[config.mk]
export PLATFORM = sky130hd
export DESIGN_NAME = uart_ctl_core
export DESIGN_NICKNAME = d
export VERILOG_FILES = /design/src/rtl/uart_ctl_pkg.sv /design/src/rtl/uart_ctl_regs.sv /design/src/rtl/uart_rx_filter.sv /design/src/rtl/uart_flag_unit.sv /design/src/rtl/uart_sck_sel.sv /design/src/rtl/uart_ctl_core.sv
export SDC_FILE = /design/constraint.sdc
export NUM_CORES = 1
export LEC_CHECK = 0
export ABC_CLOCK_PERIOD_IN_PS = 2200
export BUFFER_PORTS_ARGS = -buffer_cell sky130_fd_sc_hd__buf_4
export CORE_MARGIN = 2
export CORE_UTILIZATION = 25
export CTS_BUF_LIST = sky130_fd_sc_hd__clkbuf_8
export DETAILED_ROUTE_END_ITERATION = 10
export SYNTH_ARGS = -nofsm -noshare
export SYNTH_HDL_FRONTEND = slang
export SYNTH_HIERARCHICAL = 1
export SYNTH_SLANG_ARGS = --single-unit
[constraint.sdc]
create_clock -name clk -period 2.2 [get_ports clk]
set_input_delay 0.44 -clock clk [delete_from_list [all_inputs] [get_ports clk]]
set_output_delay 0.44 -clock clk [all_outputs]
set_load 0.02 [all_outputs]
[src/rtl/uart_ctl_pkg.sv]
package uart_ctl_pkg;
  localparam int REG_W  = 8;
  localparam int ADDR_W = 3;
  localparam int NCLR   = 5;  // clearable flags occupy status bits 7..3

  typedef enum logic [ADDR_W-1:0] {
    A_CTRL = 3'd0,
    A_STAT = 3'd1,
    A_TXB  = 3'd2,
    A_RXB  = 3'd3,
    A_MODE = 3'd4
  } reg_sel_e;

  typedef struct packed {
    logic txie;
    logic rxie;
    logic txen;
    logic rxen;
    logic wake;
    logic endie;
    logic ck1;
    logic ck0;
  } ctrl_t;

  typedef struct packed {
    logic tx_empty;
    logic rx_full;
    logic overrun;
    logic frame_err;
    logic parity_err;
    logic tx_end;
    logic mpb;
    logic rsvd;
  } stat_t;

  // Returns {output enable, output value} for the serial clock pin.
  function automatic logic [1:0] sck_drive(input logic lvl, input logic ck1,
                                           input logic ck0, input logic baud);
    if (!lvl) return ck0 ? {1'b1, baud} : 2'b00;
    if (ck0)  return {1'b1, baud};
    return {1'b1, ck1};
  endfunction

  // A frame passes the wake filter when the filter is off or it is an address frame.
  function automatic logic frame_passes(input logic wake, input logic mpb);
    return !wake || mpb;
  endfunction

  function automatic logic any_err(input stat_t s);
    return s.overrun | s.frame_err | s.parity_err;
  endfunction
endpackage

[src/rtl/uart_ctl_regs.sv]
module uart_ctl_regs
  import uart_ctl_pkg::*;
(
  input  logic             clk,
  input  logic             rst_n,
  input  logic             wr_ctrl,
  input  logic             wr_mode,
  input  logic [REG_W-1:0] wdata,
  input  logic             wake_clr,
  output ctrl_t            ctrl,
  output logic             lvl_mode
);
  ctrl_t ctrl_q;
  logic  lvl_q;

  always_ff @(posedge clk) begin
    if (!rst_n) begin
      ctrl_q <= '0;
      lvl_q  <= 1'b0;
    end else begin
      if (wr_ctrl) ctrl_q <= ctrl_t'(wdata);
      if (wake_clr) ctrl_q.wake <= 1'b0;
      if (wr_mode) lvl_q <= wdata[0];
    end
  end

  assign ctrl     = ctrl_q;
  assign lvl_mode = lvl_q;
endmodule

[src/rtl/uart_rx_filter.sv]
module uart_rx_filter
  import uart_ctl_pkg::*;
#(
  parameter int DATA_W = 8
) (
  input  logic              clk,
  input  logic              rst_n,
  input  logic              rx_valid,
  input  logic              rx_en,
  input  logic              wake,
  input  logic              mpb,
  input  logic              rx_full,
  input  logic [DATA_W-1:0] rx_byte,
  output logic              acc,
  output logic              addr_hit,
  output logic              store,
  output logic              ovr_set,
  output logic [DATA_W-1:0] rx_data
);
  logic              seen;
  logic [DATA_W-1:0] data_q;

  assign seen     = rx_valid && rx_en;
  assign acc      = seen && frame_passes(wake, mpb);
  assign addr_hit = seen && wake && mpb;
  assign store    = acc && !rx_full;
  assign ovr_set  = acc && rx_full;

  always_ff @(posedge clk) begin
    if (!rst_n)     data_q <= '0;
    else if (store) data_q <= rx_byte;
  end

  assign rx_data = data_q;
endmodule

[src/rtl/uart_flag_unit.sv]
module uart_flag_unit
  import uart_ctl_pkg::*;
(
  input  logic            clk,
  input  logic            rst_n,
  input  logic            stat_rd,
  input  logic            stat_wr,
  input  logic [NCLR-1:0] wr_bits,
  input  logic            tx_en,
  input  logic            tx_start,
  input  logic            tx_done,
  input  logic            frame_acc,
  input  logic            store,
  input  logic            ovr_set,
  input  logic            ferr_in,
  input  logic            perr_in,
  input  logic            mpb_in,
  output stat_t           stat,
  output logic [NCLR-1:0] clr_fire
);
  localparam logic [NCLR-1:0] RST_V = {1'b1, {(NCLR-1){1'b0}}};
  localparam int TXE = NCLR - 1;

  logic [NCLR-1:0] flag_v, set_v, clr_req;
  logic            tend_q, mpb_q;

  assign set_v = {!tx_en || tx_start, store, ovr_set, store && ferr_in, store && perr_in};

  for (genvar i = 0; i < NCLR; i++) begin : g_flag
    logic f_q, a_q;
    assign clr_req[i] = stat_wr && !wr_bits[i] && a_q;
    always_ff @(posedge clk) begin
      if (!rst_n) begin
        f_q <= RST_V[i];
        a_q <= 1'b0;
      end else if (set_v[i]) begin
        f_q <= 1'b1;
        if (!f_q) a_q <= 1'b0;
        else if (stat_rd) a_q <= 1'b1;
      end else if (clr_req[i]) begin
        f_q <= 1'b0;
        a_q <= 1'b0;
      end else if (stat_rd && f_q) begin
        a_q <= 1'b1;
      end
    end
    assign flag_v[i] = f_q;
  end

  assign clr_fire = clr_req & ~set_v;

  always_ff @(posedge clk) begin
    if (!rst_n) begin
      tend_q <= 1'b1;
      mpb_q  <= 1'b0;
    end else begin
      if (tx_done && flag_v[TXE]) tend_q <= 1'b1;
      else if (clr_fire[TXE])     tend_q <= 1'b0;
      if (frame_acc) mpb_q <= mpb_in;
    end
  end

  assign stat = stat_t'({flag_v, tend_q, mpb_q, 1'b0});
endmodule

[src/rtl/uart_sck_sel.sv]
module uart_sck_sel
  import uart_ctl_pkg::*;
(
  input  logic lvl_mode,
  input  logic ck1,
  input  logic ck0,
  input  logic baud_clk,
  output logic sck_oe,
  output logic sck_o
);
  logic [1:0] drv;
  assign drv    = sck_drive(lvl_mode, ck1, ck0, baud_clk);
  assign sck_oe = drv[1];
  assign sck_o  = drv[0];
endmodule

[src/rtl/uart_ctl_core.sv]
module uart_ctl_core
  import uart_ctl_pkg::*;
#(
  parameter int DATA_W = 8
) (
  input  logic              clk,
  input  logic              rst_n,
  input  logic [ADDR_W-1:0] bus_addr,
  input  logic              bus_wr,
  input  logic              bus_rd,
  input  logic [DATA_W-1:0] bus_wdata,
  output logic [DATA_W-1:0] bus_rdata,
  input  logic              core_tx_busy,
  input  logic              core_tx_done,
  output logic              core_tx_start,
  output logic [DATA_W-1:0] core_tx_byte,
  output logic              core_rx_en,
  input  logic              core_rx_valid,
  input  logic [DATA_W-1:0] core_rx_byte,
  input  logic              core_rx_mpb,
  input  logic              core_rx_ferr,
  input  logic              core_rx_perr,
  input  logic              baud_clk,
  output logic              sck_oe,
  output logic              sck_o,
  output logic              irq_tx,
  output logic              irq_rx,
  output logic              irq_err,
  output logic              irq_end
);
  localparam int PAD = DATA_W - REG_W;

  ctrl_t             ctrl_q;
  stat_t             stat_w;
  logic              lvl_w;
  logic [DATA_W-1:0] txb_q, rx_data_w;
  logic              sel_ctrl, sel_stat, sel_txb, sel_mode;
  logic              acc_w, addr_hit_w, store_w, ovr_set_w;
  logic [NCLR-1:0]   clr_fire_w;

  // Named internal events for the checker.
  logic te_w, rx_en_w, wake_w, tx_empty_w, rx_full_w;

  assign sel_ctrl = bus_addr == A_CTRL;
  assign sel_stat = bus_addr == A_STAT;
  assign sel_txb  = bus_addr == A_TXB;
  assign sel_mode = bus_addr == A_MODE;

  uart_ctl_regs u_regs (
    .clk      (clk),
    .rst_n    (rst_n),
    .wr_ctrl  (bus_wr && sel_ctrl),
    .wr_mode  (bus_wr && sel_mode),
    .wdata    (bus_wdata[REG_W-1:0]),
    .wake_clr (addr_hit_w),
    .ctrl     (ctrl_q),
    .lvl_mode (lvl_w)
  );

  uart_rx_filter #(.DATA_W(DATA_W)) u_rxf (
    .clk      (clk),
    .rst_n    (rst_n),
    .rx_valid (core_rx_valid),
    .rx_en    (ctrl_q.rxen),
    .wake     (ctrl_q.wake),
    .mpb      (core_rx_mpb),
    .rx_full  (stat_w.rx_full),
    .rx_byte  (core_rx_byte),
    .acc      (acc_w),
    .addr_hit (addr_hit_w),
    .store    (store_w),
    .ovr_set  (ovr_set_w),
    .rx_data  (rx_data_w)
  );

  uart_flag_unit u_flags (
    .clk       (clk),
    .rst_n     (rst_n),
    .stat_rd   (bus_rd && sel_stat),
    .stat_wr   (bus_wr && sel_stat),
    .wr_bits   (bus_wdata[REG_W-1:REG_W-NCLR]),
    .tx_en     (ctrl_q.txen),
    .tx_start  (core_tx_start),
    .tx_done   (core_tx_done),
    .frame_acc (acc_w),
    .store     (store_w),
    .ovr_set   (ovr_set_w),
    .ferr_in   (core_rx_ferr),
    .perr_in   (core_rx_perr),
    .mpb_in    (core_rx_mpb),
    .stat      (stat_w),
    .clr_fire  (clr_fire_w)
  );

  uart_sck_sel u_sck (
    .lvl_mode (lvl_w),
    .ck1      (ctrl_q.ck1),
    .ck0      (ctrl_q.ck0),
    .baud_clk (baud_clk),
    .sck_oe   (sck_oe),
    .sck_o    (sck_o)
  );

  always_ff @(posedge clk) begin
    if (!rst_n)                txb_q <= '0;
    else if (bus_wr && sel_txb) txb_q <= bus_wdata;
  end

  assign core_tx_start = ctrl_q.txen && !stat_w.tx_empty && !core_tx_busy;
  assign core_tx_byte  = txb_q;
  assign core_rx_en    = ctrl_q.rxen;

  assign irq_tx  = ctrl_q.txie && stat_w.tx_empty;
  assign irq_end = ctrl_q.endie && stat_w.tx_end;
  assign irq_rx  = ctrl_q.rxie && !ctrl_q.wake && stat_w.rx_full;
  assign irq_err = ctrl_q.rxie && !ctrl_q.wake && any_err(stat_w);

  always_comb begin
    bus_rdata = '0;
    case (bus_addr)
      A_CTRL:  bus_rdata = {{PAD{1'b0}}, ctrl_q};
      A_STAT:  bus_rdata = {{PAD{1'b0}}, stat_w};
      A_TXB:   bus_rdata = txb_q;
      A_RXB:   bus_rdata = rx_data_w;
      A_MODE:  bus_rdata = {{(DATA_W-1){1'b0}}, lvl_w};
      default: bus_rdata = '0;
    endcase
  end

  assign te_w       = ctrl_q.txen;
  assign rx_en_w    = ctrl_q.rxen;
  assign wake_w     = ctrl_q.wake;
  assign tx_empty_w = stat_w.tx_empty;
  assign rx_full_w  = stat_w.rx_full;
endmodule

==> flow_metrics.env <==
export IMPL_place_inst=348
export IMPL_crit_arrival_ps=1560
export IMPL_path_max_fanout=16
export IMPL_clk_pin_slew_worst_paths_ps=70
export IMPL_drt_iter0_markers=40
export IMPL_fin_skew_ps=4.81
export IMPL_avgViaCountPerCell=4.43
export IMPL_vias=1572
export IMPL_die_w_um=94.1
export IMPL_dr_pass1_iters=4
export IMPL_grt_overflow=0
export IMPL_fmax_mhz=499
export IMPL_worstSetupPathType="in2out"
export IMPL_core_area_sq_mm=0.00781
export IMPL_hold_viol_final=0
export IMPL_avgSynthCellArea_sq_um=9.90
export IMPL_netlist_instances=205
export IMPL_grt_pass1_wl_mm=8.04
export IMPL_cp_required_ps=1760
export IMPL_start_util=0.260
export IMPL_cp_start_kind="input port"
export IMPL_hpwlAfterDp_mm=3.67
export IMPL_hold_path_depth=3
export IMPL_wl_mm=5.06
export IMPL_final_antenna_net_count=0
export IMPL_hold_buffers=0
export IMPL_ir_worst_vdd_v=0.000238
export IMPL_rsz0062_at_grt="no"
export IMPL_syn2layout_area_growth_pct=26.0
export IMPL_synthesis_area_sq_mm=0.00203
export IMPL_layoutNonFillerInstCount=355
export IMPL_post_cts_buffers=0
export IMPL_first_global_vias=1581
export IMPL_reg2reg_from="u_regs/ctrl[4]"
export IMPL_antenna_found_initial=0
export IMPL_post_route_period_util=0.910
export IMPL_grt_use_total=0.118
export IMPL_die_area_sq_mm=0.00885
export IMPL_reg2regPathDepth=6
export IMPL_remaining_drc_errors=0
export IMPL_worstSkewPairLatency_ps=280
export IMPL_place_congestion=0.743
export IMPL_design_area_sq_mm=0.00256
export IMPL_slew_violations=0
export IMPL_r2r_end="u_flags/g_flag[1].a_q"
export IMPL_outcome="completed"
export IMPL_hold_path_class="in2reg"
export IMPL_final_setup_tns_ps=0
export IMPL_grt_max_degree=46
export IMPL_min_to="u_flags/tend_q"
export IMPL_period_minus_slack_ps=2000
export IMPL_relSlewSlack=0.641
export IMPL_rows=32
export IMPL_routedWlPerCell_um=14.2
export IMPL_ios=54
export IMPL_rrSetupSlack_ps=560
export IMPL_crit_path_end_kind="output pin"
export IMPL_min_from="core_tx_done"
export IMPL_cts_max_level=2
export IMPL_antenna_cells=0
export IMPL_setup_viol=0
export IMPL_ys_warn_count=6
export IMPL_placed_area_sq_mm=0.00247
export IMPL_die_height_um=94.1
export IMPL_synth_net_count=235
export IMPL_cts_resized=0
export IMPL_ctsRootBufferMaster="clkbuf_8"
export IMPL_cap_violations=0
export IMPL_drive_gt1_frac=0.300
export IMPL_power_density_mw_per_mm2=513
export IMPL_clock_path_buffers=2
export IMPL_io_buffers=53
export IMPL_nets=283
export IMPL_p_leak_nw=0.980
export IMPL_worstMarginPinSlew_ps=538
export IMPL_clock_sinks=37
export IMPL_cts_tree="yes"
export IMPL_cts_made_buffers=5
[worst max-delay path, stage by stage]
cell and delay [ps]:
buf_4 230, mux4_1 590, nor2b_1 140, buf_4 160
[routing by layer]
metal  wire (um)  vias to the layer above  global-route usage  share of wire
li1            -                      798                   -              -
met1        2280                      738               0.148           0.45
met2        2480                       34               0.197           0.49
met3         264                        2              0.0377          0.052
met4          26                        0              0.0290         0.0051
met5           0                        -                   0              0
[report_power, final]
| part | switching [mW] | internal, mW |
|---|---|---|
| sequential | 0.00809 | 0.679 |
| combinational | 0.0781 | 0.0865 |
| clock | 0.216 | 0.244 |
| total | 0.302 | 1.01 |
[per-stage QoR]
stage                     hold WS [ps]  setup WS (ps)  power, mW  utilization
final                              373            197       1.31        0.328
after global routing               385            141       1.38        0.328
after CTS                          367            185       1.33        0.328
after detailed placement           449            184      0.869        0.317
after global placement             445            211      0.867        0.317
after floorplan                    430            364      0.792            -
[worst max path at each step]
stage / endpoint / start / cells past startpoint
after floorplan: u_flags/g_flag[0].f_q / bus_addr[0] / 6
after global placement: bus_rdata[4] / bus_addr[0] / 4
after detailed placement: bus_rdata[3] / bus_addr[0] / 4
after CTS: bus_rdata[3] / bus_addr[0] / 4
after global routing: bus_rdata[3] / bus_addr[0] / 4
final: bus_rdata[3] / bus_addr[0] / 4
[final cells by class]
type,count,area [sq um]
Clock buffer,6,82.6
Inverter,1,3.75
Clock inverter,1,3.75
Multi-Input combinational cell,148,1140
Fill cell,838,5250
Timing Repair Buffer,60,463
Sequential cell,37,741
Tap cell,102,128
[registers in the layout, indices dropped and copies added, names as in the netlist]
| name | count |
|---|---|
| core_tx_byte | 8 |
| u_regs/lvl_mode | 1 |
| u_flags/g_flag.f_q | 5 |
| u_flags/mpb_q | 1 |
| u_regs/ctrl | 8 |
| u_flags/tend_q | 1 |
| u_flags/g_flag.a_q | 5 |
| u_rxf/rx_data | 8 |
[placed cells by master (no fill, tap or decap)]
cell,instances
mux4_2,2
nor3b_1,3
and3b_1,1
mux2_2,1
conb_1,1
nand4b_1,2
o21ai_0,3
buf_12,1
o31ai_4,1
a21bo_1,1
a211oi_2,1
nand2b_1,4
a21oi_1,8
and4bb_2,1
buf_4,59
o21a_1,1
nand2_1,30
nor2_1,4
and2_4,1
mux4_1,5
nand3_1,2
o21ai_1,6
nand3b_1,4
nor2b_4,1
or2_1,1
inv_1,2
nor3b_2,1
clkbuf_8,6
nor2b_1,26
nor4bb_1,2
o22ai_1,1
and2_1,3
nor4b_2,1
dfxtp_1,37
nor3_1,2
mux2i_1,28
Power figures use the tool's default switching activity.
